$ cat src/rtl/edge_snap_unit.sv
module edge_snap_unit #(
  parameter int CNT_W = 32
) (
  input  logic             clk,
  input  logic             rst_n,
  input  logic [CNT_W-1:0] cnt_in,
  input  logic             pin_in,
  input  logic             pin_is_input,
  input  logic [1:0]       edge_mode,
  input  logic             evt_on_second,
  input  logic             ack_snap,
  output logic [CNT_W-1:0] snap_a,
  output logic [CNT_W-1:0] snap_b,
  output logic             snap_evt
);

  localparam logic [1:0] MODE_OFF  = 2'd0;
  localparam logic [1:0] MODE_RISE = 2'd1;
  localparam logic [1:0] MODE_FALL = 2'd2;
  localparam logic [1:0] SLOTS     = 2'd2;

  logic       sync1, sync2, lvl_q;
  logic [1:0] mode_q;
  logic [1:0] idx;
  logic       hit, take, idx_clear;

  wire rise = sync2 & ~lvl_q;
  wire fall = ~sync2 & lvl_q;

  always_comb begin
    case (edge_mode)
      MODE_OFF:  hit = 1'b0;
      MODE_RISE: hit = rise;
      MODE_FALL: hit = fall;
      default:   hit = rise | fall;
    endcase
  end

  assign idx_clear = ack_snap | ((mode_q == MODE_OFF) && (edge_mode != MODE_OFF));
  assign take      = pin_is_input & hit & (idx != SLOTS);

  always_ff @(posedge clk or negedge rst_n) begin
    if (!rst_n) begin
      sync1    <= 1'b0;
      sync2    <= 1'b0;
      lvl_q    <= 1'b0;
      mode_q   <= MODE_OFF;
      idx      <= 2'd0;
      snap_a   <= '0;
      snap_b   <= '0;
      snap_evt <= 1'b0;
    end else begin
      sync1    <= pin_in;
      sync2    <= sync1;
      lvl_q    <= sync2;
      mode_q   <= edge_mode;
      snap_evt <= 1'b0;
      if (idx_clear) begin
        idx <= 2'd0;
      end else if (take) begin
        if (idx == 2'd0) snap_a <= cnt_in;
        else             snap_b <= cnt_in;
        idx      <= idx + 2'd1;
        snap_evt <= (idx[0] == evt_on_second);
      end
    end
  end

  assert_idx_bound_R2: assert property (@(posedge clk) disable iff (!rst_n)
    idx <= SLOTS);

  assert_slot_a_order_R2: assert property (@(posedge clk) disable iff (!rst_n)
    !$stable(snap_a) |-> (idx == 2'd1));

  assert_slot_b_order_R2: assert property (@(posedge clk) disable iff (!rst_n)
    !$stable(snap_b) |-> (idx == SLOTS));

  assert_evt_slot_R3: assert property (@(posedge clk) disable iff (!rst_n)
    snap_evt |-> (idx == ({1'b0, $past(evt_on_second)} + 2'd1)));

  assert_dir_gate_R4: assert property (@(posedge clk) disable iff (!rst_n)
    !pin_is_input |=> ($stable(snap_a) && $stable(snap_b) && !snap_evt));

  assert_mode_off_R1: assert property (@(posedge clk) disable iff (!rst_n)
    (edge_mode == MODE_OFF) |=> ($stable(snap_a) && $stable(snap_b) && !snap_evt));

  assert_ack_clear_R5: assert property (@(posedge clk) disable iff (!rst_n)
    ack_snap |=> (idx == 2'd0));

  assert_ack_priority_R8: assert property (@(posedge clk) disable iff (!rst_n)
    ack_snap |=> ($stable(snap_a) && $stable(snap_b) && !snap_evt));

endmodule

$ cat config.mk
export PLATFORM = sky130hd
export DESIGN_NAME = edge_snap_unit
export DESIGN_NICKNAME = d
export VERILOG_FILES = /design/src/rtl/edge_snap_unit.sv
export SDC_FILE = /design/constraint.sdc
export NUM_CORES = 1
export LEC_CHECK = 0
export BUFFER_PORTS_ARGS = -buffer_cell sky130_fd_sc_hd__buf_4
export CAP_MARGIN = 20
export CORE_MARGIN = 4
export CORE_UTILIZATION = 44
export DETAILED_ROUTE_END_ITERATION = 7
export GPL_TIMING_DRIVEN = 0
export PLACE_DENSITY = 0.73
export REMOVE_ABC_BUFFERS = 1
export SLEW_MARGIN = 20
export SYNTH_ARGS = -nofsm -noshare
export SYNTH_HDL_FRONTEND = slang
export SYNTH_SLANG_ARGS = --single-unit
$ cat constraint.sdc
create_clock -name clk -period 6.1 [get_ports clk]
set_clock_uncertainty 0.2 [all_clocks]
set_input_delay 1.22 -clock clk [delete_from_list [all_inputs] [get_ports clk]]
set_output_delay 1.22 -clock clk [all_outputs]
set_load 0.1 [all_outputs]
==> qor.txt, run 1 <==
CRITICAL PATH
-------------------------------------------------------------------------------------
Worst-path fanout max                                                              10
Count of cells along the worst register-to-register path                            8
Type of destination of the critical path                                    flip-flop
Critical Path Stages                                                                7
FF-to-FF Start                                                           idx[0]$_DFFE_PN0P_
Library cell appearing most often on the critical path                          buf_6
Cell with the largest stage delay on the worst path                            nor4_4
Critical Path Source                                                     pin_is_input
Maximum cell stage delay along the critical path                               390 ps
Crit path max-delay family                                               simple AND/OR/NAND/NOR gates
Worst endpoint data arrival time                                              2830 ps
Combined buffer and inverter count along the critical path                          3
Critical path data required time                                              6120 ps
Nature of the critical path startpoint                                      input pin
Classification of the worst setup path                                   input pin to flip-flop
Worst path cell trace                                                    buf_4, nor2b_1, o2111ai_2, nor4_4, buf_6, buf_6, mux2_2

STA
-------------------------------------------------------------------------------------
Slew HR                                                                        41.36%
RSZ-0062 raised after global routing                                               no
Pin slew with the least headroom to its limit                                879.6 ps
Number of pins with negative max-slew slack in the final report                     0
Count of endpoints failing setup in the final report                                0
Final hold slack                                                             161.4 ps
Share of the clock period used by the worst path                               46.14%
Final hold viol count                                                               0
Setup tns final                                                                  0 ps
Crit path time final                                                          2815 ps
Maximum achievable frequency                                               0.3553 GHz

SYNTH
-------------------------------------------------------------------------------------
Instance count of the mapped netlist                                              167
Seq/Total Area, Yosys                                                          65.10%
Seq cells post-synth                                                               72
Summed instance area of the synthesized netlist                          0.002768 mm^2
Post-Syn Area per Cell                                                     16.57 um^2
Warnings from Yosys                                                                 0
Distinct cells, synth                                                              19

GLOBAL ROUTING
-------------------------------------------------------------------------------------
Total global-route track usage                                                 16.24%
Wire length of the first global-routing pass                                 9.384 mm
Total grt overflow                                                                  0
Pin count of the biggest net entering global routing                               73
Initial antenna violation count                                                     0
Vias in the first global route                                                   1991

PWR
-------------------------------------------------------------------------------------
Switching power total                                                         1086 uW
Relative contribution of the clock network to total power                       19.3%
Sequential power share                                                          29.7%
IR Drop Worst-Case VDD                                                      0.3709 mV
Leakage power                                                             0.001967 uW
Switching portion of total power                                               50.67%
PnR Total Power                                                               2143 uW
Combinational group share of total power                                        51.0%
Internal power                                                                1057 uW
Power density normalized to cell area                                    552.9 mW/mm^2

CTS
-------------------------------------------------------------------------------------
# Post-CTS Setup Buffers                                                            0
Maximum count of clock buffers along a single path                                  2
Clock Pin Slew Worst Setup and Hold Paths                                       70 ps
Clock Sink Count                                                                   72
TritonCTS clock tree                                                            built
Root buf cell                                                                clkbuf_8
Number of CTS-inserted buffers                                                      9
Clock insertion delay at the later pin of the skew report                      330 ps
Level count of the clock H-tree                                                     3
Resized Gates After CTS                                                             0
Number of hold buffers added after cts                                              0

RUN STATUS
-------------------------------------------------------------------------------------
Run status                                                               finished, final reports clean

ROUTE
-------------------------------------------------------------------------------------
Number of detailed-route iterations in the first pass                               3
Drt initial violations                                                             34
Via total after detailed routing                                                 1784
Routed wire length                                                           5.796 mm
Vias per inst                                                                   4.969
Post-detailed-route count of antenna-violating nets                                 0
Post-route DRC violation count                                                      0
WL/cell                                                                      16.14 um

PLACEMENT
-------------------------------------------------------------------------------------
Area post-placement                                                      0.003656 mm^2
Placer Congestion                                                              0.7081
Detailed placer's ending HPWL                                                4.334 mm
Count of input and output buffers                                                 104

FLOORPLANNING
-------------------------------------------------------------------------------------
Number of rows created at floorplan                                                28
Die width                                                                    87.31 um
Y dimension of the die                                                       87.31 um
Number of primary I/O pins                                                        105
Core outline area                                                        0.006026 mm^2
Die area                                                                 0.007623 mm^2
Initial Utilization                                                            45.93%

LAYOUT
-------------------------------------------------------------------------------------
Ant diodes                                                                          0
Final Core Density                                                             64.33%
Fraction of final layout cells sized beyond drive strength 1                   66.20%
Count of filler cells inserted in the layout                                      488
Final std cell area, no fill                                             0.003876 mm^2
Synthesis-to-finish area growth                                                40.05%
Commonest cells after routing, fill and taps aside                       buf_4, dfrtp_1, mux2_2, clkbuf_8
Number of nets at the end of the flow                                             324
Most frequent standard cell in the layout excluding fill and tap cells          buf_4

WORST HOLD PATH
-------------------------------------------------------------------------------------
Source of the worst hold timing path                                     sync1$_DFF_PN0_
Path type of the worst min-delay path                                    flip-flop to flip-flop
Worst Hold Depth                                                                    0

FLOW RUN
-------------------------------------------------------------------------------------
Number of max-capacitance violations reported                                       0

## cell usage after synthesis
library cell | n | area, um^2
dfrtp_1 | 72 | 1802
inv_1 | 4 | 15.01
mux2_1 | 1 | 11.26
o2111a_1 | 1 | 11.26
nor2_1 | 4 | 15.01
nand2b_1 | 1 | 6.260
and3_1 | 1 | 6.260
mux2_2 | 63 | 709.4
a21o_1 | 1 | 7.510
nor2b_1 | 1 | 6.260
mux2i_1 | 1 | 10.01
o2111ai_2 | 1 | 15.01
nor4_4 | 1 | 21.27
xnor2_1 | 2 | 17.52
ha_1 | 4 | 50.05
o21ai_0 | 1 | 5.000
buf_6 | 3 | 33.78
nand3_1 | 2 | 10.01
buf_2 | 3 | 15.01
## worst paths after layout
kind	endpoint	slack, ps
setup / recovery	snap_b[0]$_DFFE_PN0P_	3290
min in group asynchronous	snap_b[4]$_DFFE_PN0P_	810
setup reg to reg	snap_b[0]$_DFFE_PN0P_	3600
max in group asynchronous	idx[1]$_DFFE_PN0P_	4320
hold reg to reg	sync2$_DFF_PN0_	160
hold / removal	sync2$_DFF_PN0_	160
## power groups by stage
stage               registers [uW]  logic [uW]  clock network (uW)
floorplan                     1400         102                   0
global placement               640        1090                   0
detailed placement             646        1100                   0
CTS                            639        1100                 426
global route                   652        1120                 446
finish                         637        1090                 414
## metal layers
metal	track usage [%]	routed length, um	vias up
li1	-	-	805
met1	19.04	2323	896
met2	24.18	2606	77
met3	10.50	804	6
met4	5.439	61	0
met5	0	0	-
## logic make-up (layout without fill, tap and decap cells)
family	count (synthesis)	after routing	synth area share, %
simple gates	10	10	2.351
compound gates	4	4	1.401
xor+xnor	2	2	0.6330
flops	72	72	65.10
mux	65	65	26.40
buf+inv	10	127	2.305
fa+ha+maj	4	4	1.808
## final cells by class
class                   instances  area (um^2)  area share [%]
clock buffers                  12        155.1           4.003
clock inverters                 3        65.06           1.679
inverters                       4        15.01          0.3873
multi-input cells              85        907.1           23.40
flip-flops and latches         72         1802           46.48
well taps                      75        93.84           2.421
repair buffers                108        838.3           21.63
## registers in the layout (all words and copies together), names as in the netlist
name,cells
idx,2
lvl_q,1
mode_q,2
snap_a,32
snap_b,32
snap_evt,1
sync1,1
sync2,1
## stage by stage
stage               cells  setup slack (ps)
global route          359              3183
global placement      340              1918
detailed placement    344              2894
floorplan             161              2639
CTS                   359              3260
finish                359              3285
Note: power is estimated with default switching activity, not from simulation.
==> run 2, diff against run 1 <==
--- a/config.mk
+++ b/config.mk
@@ -11,7 +11,7 @@
 export CORE_UTILIZATION = 44
 export DETAILED_ROUTE_END_ITERATION = 7
 export GPL_TIMING_DRIVEN = 0
-export PLACE_DENSITY = 0.73
+export PLACE_DENSITY = 0.76
 export REMOVE_ABC_BUFFERS = 1
 export SLEW_MARGIN = 20
 export SYNTH_ARGS = -nofsm -noshare
==> constraint.sdc (replaced) <==
create_clock -name clk -period 2.4 [get_ports clk]
set_clock_uncertainty 0.2 [all_clocks]
set_input_delay 0.48 -clock clk [delete_from_list [all_inputs] [get_ports clk]]
set_output_delay 0.48 -clock clk [all_outputs]
set_load 0.1 [all_outputs]
==> run 2 against run 1 <==
Effect of this change: register-to-register slack worse by 3500 ps; critical path depth rose by 1; count of clock-buffer cells in the layout decreased by 2; sequential power grew to 2.5 times the previous value; non-clock buffer count up 9; total power increased by 140%; via count is essentially flat; setup slack worse by 3200 ps; sequential share of layout area is 0.075 points lower; core utilization grew 0.10 points; critical endpoint is now snap_b[26]$_DFFE_PN0P_; global-route usage is 0.54 points higher.
==> qor.txt, run 2 (synthesized netlist as in run 1, its figures left out) <==
RUN STATUS
-------------------------------------------------------------------------------------
Run status                                                               finished, final reports clean

GLOBAL ROUTING
-------------------------------------------------------------------------------------
Wire length of the first global-routing pass                                 9.522 mm
Pin count of the biggest net entering global routing                               73
Initial antenna violation count                                                     0
Vias in the first global route                                                   1970
Total global-route track usage                                                 16.78%
Total grt overflow                                                                  0

CRITICAL PATH
-------------------------------------------------------------------------------------
Classification of the worst setup path                                   flip-flop to flip-flop
Critical R2R Capture                                                     snap_b[26]$_DFFE_PN0P_
Minimum setup slack among reg-to-reg paths                                      80 ps
Count of cells along the worst register-to-register path                            8
Type of destination of the critical path                                    flip-flop
Worst-path fanout max                                                              11
Critical path data required time                                              2410 ps
Nature of the critical path startpoint                                      flip-flop
Worst endpoint data arrival time                                              2330 ps
FF-to-FF Start                                                           sync2$_DFF_PN0_

ROUTE
-------------------------------------------------------------------------------------
Via total after detailed routing                                                 1785
Drt initial violations                                                             28
Post-route DRC violation count                                                      0
Vias per inst                                                                   4.864
WL/cell                                                                      15.95 um
Post-detailed-route count of antenna-violating nets                                 0
Routed wire length                                                           5.855 mm
Number of detailed-route iterations in the first pass                               4

FLOORPLANNING
-------------------------------------------------------------------------------------
Die area                                                                 0.007623 mm^2
Initial Utilization                                                            45.93%
Number of rows created at floorplan                                                28
Core outline area                                                        0.006026 mm^2
Y dimension of the die                                                       87.31 um
Die width                                                                    87.31 um
Number of primary I/O pins                                                        105

LAYOUT
-------------------------------------------------------------------------------------
Ant diodes                                                                          0
Commonest cells after routing, fill and taps aside                       buf_4, dfrtp_1, mux2_2, clkbuf_8
Area of the multi-input gates                                              909.6 um^2
Final std cell area, no fill                                             0.003882 mm^2
Count of filler cells inserted in the layout                                      477
Fraction of final layout cells sized beyond drive strength 1                   67.81%
Synthesis-to-finish area growth                                                40.28%
Most frequent standard cell in the layout excluding fill and tap cells          buf_4
Flip-flop and latch area                                                 0.001802 mm^2
Largest regs                                                             snap_a: 32 flops, snap_b: 32 flops
Number of nets at the end of the flow                                             333

STA
-------------------------------------------------------------------------------------
Pin slew with the least headroom to its limit                                884.6 ps
Setup tns final                                                                  0 ps
Share of the clock period used by the worst path                               96.66%
Slew HR                                                                        41.02%
Crit path time final                                                          2320 ps
Final hold viol count                                                               0
Number of pins with negative max-slew slack in the final report                     0
Count of endpoints failing setup in the final report                                0
Maximum achievable frequency                                               0.4311 GHz

CTS
-------------------------------------------------------------------------------------
Level count of the clock H-tree                                                     3
TritonCTS clock tree                                                            built
Number of CTS-inserted buffers                                                      9
Root buf cell                                                                clkbuf_8
Clock insertion delay at the later pin of the skew report                      330 ps
Clock Pin Slew Worst Setup and Hold Paths                                       70 ps
Maximum count of clock buffers along a single path                                  2
Clock Sink Count                                                                   72
Number of hold buffers added after cts                                              0

PWR
-------------------------------------------------------------------------------------
IR Drop Worst-Case VDD                                                      0.7911 mV
Leakage power                                                             0.001983 uW
Power density normalized to cell area                                    1339 mW/mm^2

PLACEMENT
-------------------------------------------------------------------------------------
Placer Congestion                                                              0.6896
Area post-placement                                                      0.003645 mm^2
Count of input and output buffers                                                 104
Detailed placer's ending HPWL                                                4.241 mm

WORST HOLD PATH
-------------------------------------------------------------------------------------
Path type of the worst min-delay path                                    input pin to asynchronous set/reset pin

FLOW RUN
-------------------------------------------------------------------------------------
Number of max-capacitance violations reported                                       0

-- run 2: stage by stage --
| step | power [uW] | utilization, % | hold slack, ps | setup WS, ps | cells |
|---|---|---|---|---|---|
| floorplan | 3806 | - | -15.59 | -449.4 | 161 |
| global placement | 4397 | 59.63 | 146.0 | -1095 | 340 |
| detailed placement | 4434 | 60.49 | 138.0 | -251.2 | 344 |
| CTS | 5248 | 64.27 | 36.32 | 31.56 | 366 |
| global route | 5402 | 64.43 | 21.93 | -3.335 | 367 |
| finish | 5198 | 64.43 | 52.60 | 80.13 | 367 |
-- run 2: worst max-delay path, stage by stage (launching register included) --
cell and delay (ps):
dfrtp_1 350, inv_1 50, ha_1 280, nand3_1 110
o2111ai_2 180, nor4_4 340, buf_4 190, buf_6 160
mux2_2 350
-- run 2: final cells by class --
class                           count  share of cell area [%]
Inverter                            4                  0.3867
Sequential cell                    72                   46.41
Multi-Input combinational cell     85                   23.43
Clock buffer                       10                   3.545
Tap cell                           75                   2.417
Timing Repair Buffer              117                   23.24
Clock inverter                      4                  0.5801
-- run 2: where the power goes --
part	switching, uW	internal (uW)	leakage, uW
clock	411	386	0.0000838
combinational	2210	577	0.000985
sequential	139	1480	0.000914
-- run 2: worst max path at each step --
stage | startpoint | endpoint | slack [ps] | depth (start not counted)
6_report | sync2$_DFF_PN0_ | snap_b[26]$_DFFE_PN0P_ | 80 | 8
5_1_grt | sync2$_DFF_PN0_ | snap_b[26]$_DFFE_PN0P_ | -3 | 8
4_1_cts | sync2$_DFF_PN0_ | snap_b[26]$_DFFE_PN0P_ | 30 | 8
3_5_place_dp | idx[0]$_DFFE_PN0P_ | snap_b[16]$_DFFE_PN0P_ | -250 | 8
3_3_place_gp | idx[0]$_DFFE_PN0P_ | snap_b[28]$_DFFE_PN0P_ | -1100 | 6
2_1_floorplan | idx[0]$_DFFE_PN0P_ | snap_b[0]$_DFFE_PN0P_ | -450 | 6
-- run 2: metal layers --
| layer | GRT usage, % | routed length, um | vias to the layer above |
|---|---|---|---|
| met3 | 11.92 | 732 | 8 |
| met5 | 0 | 0 | - |
| met2 | 25.82 | 2812 | 77 |
| li1 | - | - | 832 |
| met4 | 5.021 | 77 | 0 |
| met1 | 18.48 | 2233 | 868 |
-- run 2: repair_timing --
item	CTS	global route
setup endpoints to repair	28	25
setup buffers	8	1
resized for setup	2	1
endpoints found under the hold margin	0	0
pin swaps	2	2
